==> src/rtl/uart_fifo_pkg.sv <==
package uart_fifo_pkg;
  localparam int unsigned FIFO_DEPTH = 8;
  localparam int unsigned DATA_W     = 8;
  localparam int unsigned FIELD_W    = 4;

  localparam int unsigned RX_CNT_LSB   = 24;
  localparam int unsigned TX_CNT_LSB   = 16;
  localparam int unsigned RX_CODE_LSB  = 6;
  localparam int unsigned TX_CODE_LSB  = 4;
  localparam int unsigned RX_FLUSH_BIT = 1;
  localparam int unsigned TX_FLUSH_BIT = 0;

  typedef struct packed {
    logic [1:0] rx_code;
    logic [1:0] tx_code;
  } lvl_cfg_t;

  function automatic logic [FIELD_W-1:0] rx_level(input logic [1:0] code);
    case (code)
      2'd0:    return FIELD_W'(1);
      2'd1:    return FIELD_W'(2);
      2'd2:    return FIELD_W'(4);
      default: return FIELD_W'(6);
    endcase
  endfunction

  function automatic logic [FIELD_W-1:0] tx_level(input logic [1:0] code);
    case (code)
      2'd0:    return FIELD_W'(0);
      2'd1:    return FIELD_W'(2);
      2'd2:    return FIELD_W'(4);
      default: return FIELD_W'(6);
    endcase
  endfunction
endpackage

==> src/rtl/byte_fifo.sv <==
module byte_fifo #(
  parameter int DW = 8,
  parameter int DEPTH = 8,
  localparam int CW = $clog2(DEPTH + 1)
) (
  input  logic          clk_i,
  input  logic          rst_ni,
  input  logic          flush_i,
  input  logic          push_i,
  input  logic [DW-1:0] din_i,
  input  logic          pop_i,
  output logic [DW-1:0] dout_o,
  output logic [CW-1:0] cnt_o,
  output logic          ovf_o
);
  localparam int AW = (DEPTH > 1) ? $clog2(DEPTH) : 1;
  localparam logic [AW-1:0] LAST_PTR = AW'(DEPTH - 1);
  localparam logic [CW-1:0] FULL_CNT = CW'(DEPTH);

  logic [DW-1:0] mem_q [DEPTH];
  logic [AW-1:0] wr_ptr_q, rd_ptr_q;
  logic [CW-1:0] cnt_q;
  logic [DW-1:0] dout_q;
  logic          ovf_q;
  logic          empty, full, push_ok, pop_ok;

  assign empty   = (cnt_q == '0);
  assign full    = (cnt_q == FULL_CNT);
  assign push_ok = push_i & ~full & ~flush_i;
  assign pop_ok  = pop_i & ~empty & ~flush_i;

  function automatic logic [AW-1:0] ptr_next(input logic [AW-1:0] p);
    return (p == LAST_PTR) ? '0 : p + 1'b1;
  endfunction

  always_ff @(posedge clk_i or negedge rst_ni) begin
    if (!rst_ni) begin
      wr_ptr_q <= '0;
      rd_ptr_q <= '0;
      cnt_q    <= '0;
      dout_q   <= '0;
      ovf_q    <= 1'b0;
    end else begin
      if (flush_i) begin
        wr_ptr_q <= '0;
        rd_ptr_q <= '0;
        cnt_q    <= '0;
      end else begin
        if (push_ok) wr_ptr_q <= ptr_next(wr_ptr_q);
        if (pop_ok) begin
          rd_ptr_q <= ptr_next(rd_ptr_q);
          dout_q   <= mem_q[rd_ptr_q];
        end
        if (push_ok && !pop_ok)      cnt_q <= cnt_q + 1'b1;
        else if (pop_ok && !push_ok) cnt_q <= cnt_q - 1'b1;
      end
      if (push_i && full && !flush_i) ovf_q <= 1'b1;
    end
  end

  // storage needs no reset
  always_ff @(posedge clk_i) begin
    if (push_ok) mem_q[wr_ptr_q] <= din_i;
  end

  assign dout_o = dout_q;
  assign cnt_o  = cnt_q;
  assign ovf_o  = ovf_q;

  AST_CNT_BOUND: assert property (@(posedge clk_i) disable iff (!rst_ni)
    cnt_o <= FULL_CNT);
  AST_NO_OVERFLOW: assert property (@(posedge clk_i) disable iff (!rst_ni)
    full && push_i && !pop_i && !flush_i |=> cnt_o == FULL_CNT && ovf_o);
  AST_OVF_STICKY: assert property (@(posedge clk_i) disable iff (!rst_ni)
    ovf_o |=> ovf_o);
  AST_EMPTY_POP: assert property (@(posedge clk_i) disable iff (!rst_ni)
    empty && pop_i && !push_i && !flush_i |=> cnt_o == '0 && $stable(dout_o));
  AST_BOTH_HOLD: assert property (@(posedge clk_i) disable iff (!rst_ni)
    !empty && !full && push_i && pop_i && !flush_i |=> $stable(cnt_o));
  AST_FLUSH_WINS: assert property (@(posedge clk_i) disable iff (!rst_ni)
    flush_i |=> cnt_o == '0 && $stable(dout_o));
endmodule

==> src/rtl/fifo_ctrl_reg.sv <==
module fifo_ctrl_reg
  import uart_fifo_pkg::*;
(
  input  logic     clk_i,
  input  logic     rst_ni,
  input  logic     wr_i,
  input  logic [7:0] wdata_i,
  output lvl_cfg_t cfg_o,
  output logic     rx_flush_o,
  output logic     tx_flush_o
);
  lvl_cfg_t cfg_q;

  always_ff @(posedge clk_i or negedge rst_ni) begin
    if (!rst_ni) cfg_q <= '0;
    else if (wr_i) begin
      cfg_q.rx_code <= wdata_i[RX_CODE_LSB +: 2];
      cfg_q.tx_code <= wdata_i[TX_CODE_LSB +: 2];
    end
  end

  // flush strobes act at the write edge and never latch
  assign rx_flush_o = wr_i & wdata_i[RX_FLUSH_BIT];
  assign tx_flush_o = wr_i & wdata_i[TX_FLUSH_BIT];
  assign cfg_o      = cfg_q;

  logic unused_wdata;
  assign unused_wdata = ^wdata_i[3:2];

  AST_CFG_HOLD: assert property (@(posedge clk_i) disable iff (!rst_ni)
    !wr_i |=> $stable(cfg_o));
  AST_CFG_LOAD: assert property (@(posedge clk_i) disable iff (!rst_ni)
    wr_i |=> cfg_o.rx_code == $past(wdata_i[7:6]) && cfg_o.tx_code == $past(wdata_i[5:4]));
endmodule

==> src/rtl/uart_fifo_pair.sv <==
module uart_fifo_pair
  import uart_fifo_pkg::*;
(
  input  logic        clk_i,
  input  logic        rst_ni,
  input  logic        reg_wr_i,
  input  logic [31:0] reg_wdata_i,
  output logic [31:0] reg_rdata_o,
  input  logic        tx_push_i,
  input  logic [7:0]  tx_din_i,
  input  logic        tx_pop_i,
  output logic [7:0]  tx_dout_o,
  output logic        tx_ovf_o,
  output logic        tx_trig_o,
  input  logic        rx_push_i,
  input  logic [7:0]  rx_din_i,
  input  logic        rx_pop_i,
  output logic [7:0]  rx_dout_o,
  output logic        rx_ovf_o,
  output logic        rx_trig_o
);
  localparam int CW = $clog2(FIFO_DEPTH + 1);

  lvl_cfg_t      cfg;
  logic          rx_flush, tx_flush;
  logic [CW-1:0] rx_cnt, tx_cnt;
  logic [FIELD_W-1:0] rx_cnt_f, tx_cnt_f;

  fifo_ctrl_reg u_ctrl (
    .clk_i     (clk_i),
    .rst_ni    (rst_ni),
    .wr_i      (reg_wr_i),
    .wdata_i   (reg_wdata_i[7:0]),
    .cfg_o     (cfg),
    .rx_flush_o(rx_flush),
    .tx_flush_o(tx_flush)
  );

  byte_fifo #(.DW(DATA_W), .DEPTH(FIFO_DEPTH)) u_tx_fifo (
    .clk_i  (clk_i),
    .rst_ni (rst_ni),
    .flush_i(tx_flush),
    .push_i (tx_push_i),
    .din_i  (tx_din_i),
    .pop_i  (tx_pop_i),
    .dout_o (tx_dout_o),
    .cnt_o  (tx_cnt),
    .ovf_o  (tx_ovf_o)
  );

  byte_fifo #(.DW(DATA_W), .DEPTH(FIFO_DEPTH)) u_rx_fifo (
    .clk_i  (clk_i),
    .rst_ni (rst_ni),
    .flush_i(rx_flush),
    .push_i (rx_push_i),
    .din_i  (rx_din_i),
    .pop_i  (rx_pop_i),
    .dout_o (rx_dout_o),
    .cnt_o  (rx_cnt),
    .ovf_o  (rx_ovf_o)
  );

  assign rx_cnt_f = FIELD_W'(rx_cnt);
  assign tx_cnt_f = FIELD_W'(tx_cnt);

  assign rx_trig_o = (rx_cnt_f >= rx_level(cfg.rx_code));
  assign tx_trig_o = (tx_cnt_f <= tx_level(cfg.tx_code));

  always_comb begin
    reg_rdata_o = '0;
    reg_rdata_o[RX_CNT_LSB +: FIELD_W] = rx_cnt_f;
    reg_rdata_o[TX_CNT_LSB +: FIELD_W] = tx_cnt_f;
    reg_rdata_o[RX_CODE_LSB +: 2]      = cfg.rx_code;
    reg_rdata_o[TX_CODE_LSB +: 2]      = cfg.tx_code;
  end

  logic unused_wdata;
  assign unused_wdata = ^reg_wdata_i[31:8];

  AST_TX_TRIG_EMPTY: assert property (@(posedge clk_i) disable iff (!rst_ni)
    tx_cnt_f == '0 |-> tx_trig_o);
  AST_RX_TRIG_EMPTY: assert property (@(posedge clk_i) disable iff (!rst_ni)
    rx_cnt_f == '0 |-> !rx_trig_o);
  AST_RX_FLUSH: assert property (@(posedge clk_i) disable iff (!rst_ni)
    reg_wr_i && reg_wdata_i[1] |=> reg_rdata_o[27:24] == 4'd0);
  AST_TX_FLUSH: assert property (@(posedge clk_i) disable iff (!rst_ni)
    reg_wr_i && reg_wdata_i[0] |=> reg_rdata_o[19:16] == 4'd0);
endmodule

==> config.mk <==
export PLATFORM = sky130hd
export DESIGN_NAME = uart_fifo_pair
export DESIGN_NICKNAME = d
export VERILOG_FILES = /design/src/rtl/uart_fifo_pkg.sv /design/src/rtl/byte_fifo.sv /design/src/rtl/fifo_ctrl_reg.sv /design/src/rtl/uart_fifo_pair.sv
export SDC_FILE = /design/constraint.sdc
export NUM_CORES = 1
export LEC_CHECK = 0
export ABC_AREA = 1
export BUFFER_PORTS_ARGS = -buffer_cell sky130_fd_sc_hd__buf_2
export CORE_ASPECT_RATIO = 1.25
export CORE_MARGIN = 2
export CORE_UTILIZATION = 25
export CTS_BUF_LIST = sky130_fd_sc_hd__clkbuf_4
export DETAILED_ROUTE_END_ITERATION = 10
export PLACE_DENSITY = 0.53
export SLEW_MARGIN = 20
export SYNTH_ARGS = -nofsm -noshare
export SYNTH_HDL_FRONTEND = slang
export SYNTH_SLANG_ARGS = --single-unit
==> constraint.sdc <==
create_clock -name clk_i -period 2.2 [get_ports clk_i]
set_input_delay 0.11 -clock clk_i [delete_from_list [all_inputs] [get_ports clk_i]]
set_output_delay 0.11 -clock clk_i [all_outputs]
set_load 0.1 [all_outputs]
==> impl_results.md, run 1 <==
- Run status: completed
- Total DRC errors in the routed layout: 0
- Die X: approximately 160 µm
- Maximum number of pins on one net before global-route repair: 35
- Fraction of power consumed by combinational cells: a little under half
- Leak: ~0.0035 µW
- Met3 wire length: about 540 µm
- Class of the worst hold path: input pin to flop
- Synth-to-Final Area Change: 21.5%
- Number of warnings reported in the yosys synthesis log: 0
- Share of post-route cells with drive strength above 1: a little over a fifth
- Synthesized area per cell: between 10 and 15 µm²
- Met2 wire len: between 9000 and 10000 µm
- Maximum count of clock buffers along a single path: 2
- Via count: around 5100
- P per Cell Area: around 1300 nW/µm²
- Top sig layer: met4
- Core Box Area: roughly 29000 µm²
- Reg-to-reg slack, setup: 0.26 ns
- Sequential Power Share: a little over a third
- Count of flip-flops with a built-in enable after synthesis: 128
- Final net count: ~850
- Final critical delay including setup and external delays: approximately 2.1 ns
- Switching power of the nets: approximately 6000 µW
- Antenna violation net count after detailed routing: 0
- Post-detailed-placement cell area: 8300 µm²
- Average wire length per cell after detail routing: 14.7 µm
- TritonCTS clock tree: yes
- Hold Violations, Final: 0
- Cell taking the most area after synthesis: sky130_fd_sc_hd__edfxtp_1
- Ranking of synthesized cells by instance count: 128 x sky130_fd_sc_hd__edfxtp_1, 119 x sky130_fd_sc_hd__nor2_1, 82 x sky130_fd_sc_hd__nand2_1
- Total power consumption of the routed design: ~12000 µW
- Via-per-instance ratio: roughly 4.3
- Data required time of the worst path: 2.09 ns
- Worst setup EP type: output pin
- Share of synthesized area occupied by flip-flops and latches: 65.8%
- Gp weighted congestion: about 0.72
- Async S/R FF share, synth: 24.7%
- Most frequent cell after synthesis: sky130_fd_sc_hd__edfxtp_1
- Critical Path Source Type: flop
- Die area: 31200 µm²
- Total internal power: between 5000 and 6000 µW
- Final clock period utilization by the worst path: 94.2%
- Final wirelength: 17500 µm
- Final core utilization: 30.9%
- Dominant synthesized flop cell: sky130_fd_sc_hd__edfxtp_1
- Clock-pin transition on the worst setup and hold timing paths: ~0.18 ns
- Synthesized area: roughly 7400 µm²
- Overflow after GRT: 0
- Max-slew violation count: 0
- Final setup violation count: 0
- Number of cells produced by synthesis: 657
- Maximum vdd drop: roughly 670 µV
- Register bit total from synthesis: 170
- Count of different cell masters after synthesis: 34
- Cell row count: 70
- Number of iterations in the first detailed-routing pass: 4
- Clk_lat worst skew: 0.60 ns
- Setup Total Neg Slack: 0 ns
- Rel. slew slack: 40.5%
- Count of boundary I/O pins: roughly 110
- M1 WL: ~7200 µm
- Clock group share of total power: between 10% and 20%
- DPL Wire Length: 11100 µm
- Max cap viols: 0
- Yosys top cell area share: 51.7%
- Final Cell Area: roughly 9000 µm²
- Initial cell density of the core: roughly 25%
- TritonCTS buffer count: 17
- CTS Root Cell: sky130_fd_sc_hd__clkbuf_4
- Top cells by area in the synthesized netlist: sky130_fd_sc_hd__edfxtp_1 52%, sky130_fd_sc_hd__dfrtp_1 14%, sky130_fd_sc_hd__nor2_1 6.0%
- Antenna violations before repair: 1
- RSZ-0062 raised after global routing: yes
- GRT Total Usage: between 10% and 20%
- WS Path Type: flop to output pin
- Number of port buffers: 60
- Clk_skew: around 0.047 ns
- Maximum fanout along the worst path: 5
- Starting DRC count in detailed routing: ~250
- Vias in the first global route: around 5300
- Chip Height: a little under 200 µm
- Slew @ Worst Pin: 0.893 ns
- H-Tree Level Count: 4
- First-pass GRT wire length: about 28000 µm
- Net switching fraction of the power: between 50% and 60%
- Timing-limited maximum frequency: between 400 and 500 MHz
- Arrival time worst endpoint: roughly 2.0 ns
- Sinks on the clock net: 170
worst paths after layout:
kind                       depth (start not counted)           startpoint                    end
min                                                4             reg_wr_i  u_rx_fifo.wr_ptr_q[1]
min reg2reg                                        2  u_tx_fifo.dout_o[3]    u_tx_fifo.dout_o[3]
max                                                6   u_rx_fifo.cnt_o[1]              rx_trig_o
max in group asynchronous                          3               rst_ni  u_tx_fifo.rd_ptr_q[2]
min in group asynchronous                          2               rst_ni    u_rx_fifo.dout_o[5]
max reg2reg                                       15   u_rx_fifo.cnt_o[0]     u_rx_fifo.cnt_o[3]
routing by layer:
metal,vias up,global-route usage [%]
li1,2490,-
met5,-,0
met2,95,22.7
met4,0,3.50
met3,10,2.48
met1,2466,12.8
power groups by stage:
stage               combinational (µW)  sequential [µW]  clock (µW)
floorplan                         2680             6060           0
global placement                  5520             4420           0
detailed placement                5580             4440           0
CTS                               5670             4360        2100
global route                      6180             4440        2220
finish                            5630             4360        2000
timing repair:
action	in CTS	in global routing
setup buffers	0	0
hold buffers	37	0
resized for setup	4	5
endpoints found under the setup margin	2	3
gates cloned	0	0
hold endpoints to repair	188	0
stage by stage:
step | std cells | hold WS [ns] | setup slack, ns
floorplan | 676 | -0.186 | 0.0355
global placement | 1120 | 0.323 | 0.179
detailed placement | 1120 | 0.317 | 0.191
CTS | 1189 | 0.0230 | 0.0336
global route | 1190 | 0.0489 | -0.0324
finish | 1190 | 0.0737 | 0.128
critical path, cell delays in order (launching register included):
cell                       delay (ns)
sky130_fd_sc_hd__dfrtp_2         0.44
sky130_fd_sc_hd__buf_4           0.16
sky130_fd_sc_hd__ha_1            0.28
sky130_fd_sc_hd__a21boi_0        0.12
sky130_fd_sc_hd__o21ai_1         0.14
sky130_fd_sc_hd__nand2_2         0.08
sky130_fd_sc_hd__buf_8           0.17
state kept, by name, summed over array words and instances, names as in the netlist:
signal and cells:
u_tx_fifo.rd_ptr_q 3, u_tx_fifo.cnt_o 4, u_rx_fifo.wr_ptr_q 3, u_rx_fifo.cnt_o 4, u_tx_fifo.wr_ptr_q 3, u_rx_fifo.ovf_o 1, u_rx_fifo.dout_o 8, u_tx_fifo.dout_o 8
u_tx_fifo.mem_q 64, u_tx_fifo.ovf_o 1, u_ctrl.cfg_o 4, u_rx_fifo.mem_q 64, u_rx_fifo.rd_ptr_q 3
cell type report:
type | instances | area, µm²
fill | 3035 | 20200
clock buffer | 17 | 128
antenna | 1 | 2.50
clock inverter | 15 | 209
timing repair buffer | 129 | 927
inverter | 38 | 143
tap | 396 | 495
multi-input combinational | 424 | 2230
sequential | 170 | 4900
cell usage in the layout, fill, tap and decap left out, types with 16 or more instances in the layout:
master and count:
sky130_fd_sc_hd__ha_1 16, sky130_fd_sc_hd__dfrtp_1 34, sky130_fd_sc_hd__conb_1 20, sky130_fd_sc_hd__nor2_1 119
sky130_fd_sc_hd__clkbuf_4 17, sky130_fd_sc_hd__buf_2 58, sky130_fd_sc_hd__edfxtp_1 128, sky130_fd_sc_hd__dlygate4sd3_1 37
sky130_fd_sc_hd__o211ai_1 32, sky130_fd_sc_hd__o21ai_1 23, sky130_fd_sc_hd__nand3_1 36, sky130_fd_sc_hd__o21ai_0 56
sky130_fd_sc_hd__inv_1 28, sky130_fd_sc_hd__buf_4 32, sky130_fd_sc_hd__nand2_1 81
cell families (layout without fill, tap and decap cells):
family | count (synthesis) | in the layout | synth area share [%]
AOI/OAI and AO/OA | 122 | 122 | 9.74
xor gates and xnor gates | 2 | 2 | 0.236
adders and majority gates | 19 | 19 | 3.40
buffers and inverters | 82 | 199 | 5.57
DFF | 170 | 170 | 65.8
muxes | 1 | 1 | 0.151
other | 1 | 21 | 0.0504
and+or+nand+nor | 260 | 260 | 15.1
Power figures use the tool's default switching activity.
==> inputs of run 2 (changes only) <==
==> constraint.sdc (replaced) <==
create_clock -name clk_i -period 2.4 [get_ports clk_i]
set_input_delay 0.12 -clock clk_i [delete_from_list [all_inputs] [get_ports clk_i]]
set_output_delay 0.12 -clock clk_i [all_outputs]
set_load 0.1 [all_outputs]
==> impl_results.md, run 2 (synthesis results as in run 1) <==
- Run status: completed
- TritonCTS buffer count: 17
- Cell row count: 70
- RSZ-0062 raised after global routing: no
- Final net count: 850
- Met3 wire length: ~510 µm
- Setup Total Neg Slack: 0 ns
- WS Path Type: flop to output pin
- Start point of the worst hold path: reg_wr_i
- First-pass GRT wire length: about 26000 µm
- Met2 wire len: approximately 9200 µm
- Max-slew violation count: 0
- Final setup violation count: 0
- Critical Path Source Type: flop
- Gp weighted congestion: between 0.7 and 0.8
- Cell chain of the critical path: buf_4 > ha_1 > a21boi_0 > o21ai_0 > nand2_1 > clkbuf_4
- Most common cell after layout, fill and taps aside: sky130_fd_sc_hd__edfxtp_1
- Startpoint of the worst register-to-register path: u_rx_fifo.cnt_o[0]
- Maximum number of pins on one net before global-route repair: 37
- Worst hold path depth: 4
- Maximum fanout along the worst path: 5
- Clk_skew: between 0.02 and 0.03 ns
- Starting DRC count in detailed routing: between 200 and 250
- Number of cells on the worst reg-to-reg path: 15
- Worst hold endpoint: u_rx_fifo.wr_ptr_q[0]
- Via-per-instance ratio: 4.25
- Worst hold-check slack: 0.0733 ns
- Top sig layer: met4
- Slowest-stage cell, CP: sky130_fd_sc_hd__dfrtp_2
- DPL Wire Length: approximately 11000 µm
- Final wirelength: ~17000 µm
- Registers with the most flip-flops: u_rx_fifo.mem_q: 64 flops, u_tx_fifo.mem_q: 64 flops
- Final clock period utilization by the worst path: between 90% and 100%
- Class of the worst hold path: input pin to flop
- Arrival time worst endpoint: approximately 2.1 ns
- Sinks on the clock net: 170
- Setup slack after layout: between 0.2 and 0.25 ns
- Via count: between 5000 and 6000
- Largest incremental delay on the critical path: around 0.44 ns
- Slew @ Worst Pin: slightly above 0.6 ns
- H-Tree Level Count: 4
- Timing-limited maximum frequency: between 400 and 500 MHz
- Maximum count of clock buffers along a single path: 2
- M1 WL: roughly 7000 µm
- Chip Height: ~200 µm
- Data required time of the worst path: around 2.3 ns
- Clk_lat worst skew: approximately 0.56 ns
- Die X: about 160 µm
- Multi-input gate area: 2210 µm²
- Number of port buffers: 60
- Number of iterations in the first detailed-routing pass: 4
- Leak: between 0.003 and 0.004 µW
- Total DRC errors in the routed layout: 0
- Core Box Area: a little under 30000 µm²
- Final Cell Area: 8960 µm²
- Share of post-route cells with drive strength above 1: 20.0%
- Hold Violations, Final: 0
- GRT Total Usage: between 10% and 20%
- Post-placement setup slack: between 0.3 and 0.4 ns
- Final critical delay including setup and external delays: about 2.2 ns
- Max cap viols: 0
- Commonest cells after routing, fill and taps aside: 128 x sky130_fd_sc_hd__edfxtp_1, 119 x sky130_fd_sc_hd__nor2_1, 82 x sky130_fd_sc_hd__nand2_1
- Worst setup EP type: output pin
- Clock-pin transition on the worst setup and hold timing paths: 0.15 ns
- Antenna violation net count after detailed routing: 0
- Average wire length per cell after detail routing: around 14 µm
- Overflow after GRT: 0
- Vias in the first global route: roughly 4900
- Post-detailed-placement cell area: 8260 µm²
- Initial cell density of the core: around 25%
- Maximum vdd drop: approximately 730 µV
- TritonCTS clock tree: yes
- Reg-to-reg slack, setup: approximately 0.35 ns
- Rel. slew slack: between 50% and 60%
- P per Cell Area: between 1000 and 1500 nW/µm²
- Reg2reg end: u_rx_fifo.cnt_o[3]
- CTS Root Cell: sky130_fd_sc_hd__clkbuf_4
- Die area: a little over 30000 µm²
- Count of buffers added by post-CTS timing repair for setup: 0
- FILL cells: a little over 3000
- Count of boundary I/O pins: roughly 110
- Antenna violations before repair: 1
- Synth-to-Final Area Change: 20.5%
- Sequential standard cell area: roughly 4900 µm²
==> run 2: changes by cell type in the layout (fill, tap and decap cells not counted), moves of 2 or more <==
| cell | change |
|---|---|
| sky130_fd_sc_hd__inv_12 | -4 |
| sky130_fd_sc_hd__buf_4 | -2 |
| sky130_fd_sc_hd__inv_6 | +2 |
| sky130_fd_sc_hd__clkinv_8 | -6 |
| sky130_fd_sc_hd__clkinv_4 | +4 |
| sky130_fd_sc_hd__bufinv_16 | +3 |
==> run 2: routing by layer <==
metal	global-route usage, %	vias to the layer above
met3	2.46	17
met4	3.17	0
met1	12.4	2431
met2	21.4	98
li1	-	2491
met5	0	-
==> run 2: area by class of cell <==
type                       count  share of cell area, %
sequential                   170                   54.7
multi-input combinational    424                   24.7
timing repair buffer         125                   9.91
tap                          396                   5.53
clock inverter                15                   2.11
inverter                      38                   1.59
clock buffer                  17                   1.42
antenna                        1                 0.0279
==> run 2: repair_timing <==
action                                  in CTS  in global routing
gates resized for setup                      1                  1
endpoints found under the setup margin       1                  1
hold buffers                                37                  0
endpoints found under the hold margin      194                  0
==> run 2: stage by stage <==
step	cells	power, µW	utilization [%]
after global routing	1186	11600	30.6
after detailed placement	1116	9140	28.3
after floorplan	676	8000	-
final	1186	10800	30.6
after CTS	1185	11000	30.6
after global placement	1116	9100	28.3
==> run 2: where the power goes <==
part,switching [µW],internal (µW)
Clock,1050,742
Combinational,3900,1200
Sequential,285,3680
==> run 2: worst max-delay path by stage <==
| stage | startpoint | to | cells past startpoint |
|---|---|---|---|
| finish | u_rx_fifo.cnt_o[1] | rx_trig_o | 6 |
| global route | u_rx_fifo.cnt_o[1] | rx_trig_o | 6 |
| CTS | u_rx_fifo.cnt_o[1] | rx_trig_o | 6 |
| detailed placement | reg_wr_i | u_tx_fifo.cnt_o[3] | 14 |
| global placement | u_rx_fifo.cnt_o[0] | u_rx_fifo.cnt_o[3] | 15 |
| floorplan | u_tx_fifo.cnt_o[1] | u_tx_fifo.cnt_o[3] | 11 |
==> run 2: worst max-delay path: cells and delay by family, from the launching register on <==
kind / cells / cell delay [ns]
AO/OA/AOI/OAI: 2 / 0.25
adder cells (fa/ha/maj): 1 / 0.27
buffers and inverters: 2 / 0.48
flip-flops: 1 / 0.44
AND/OR/NAND/NOR: 1 / 0.07
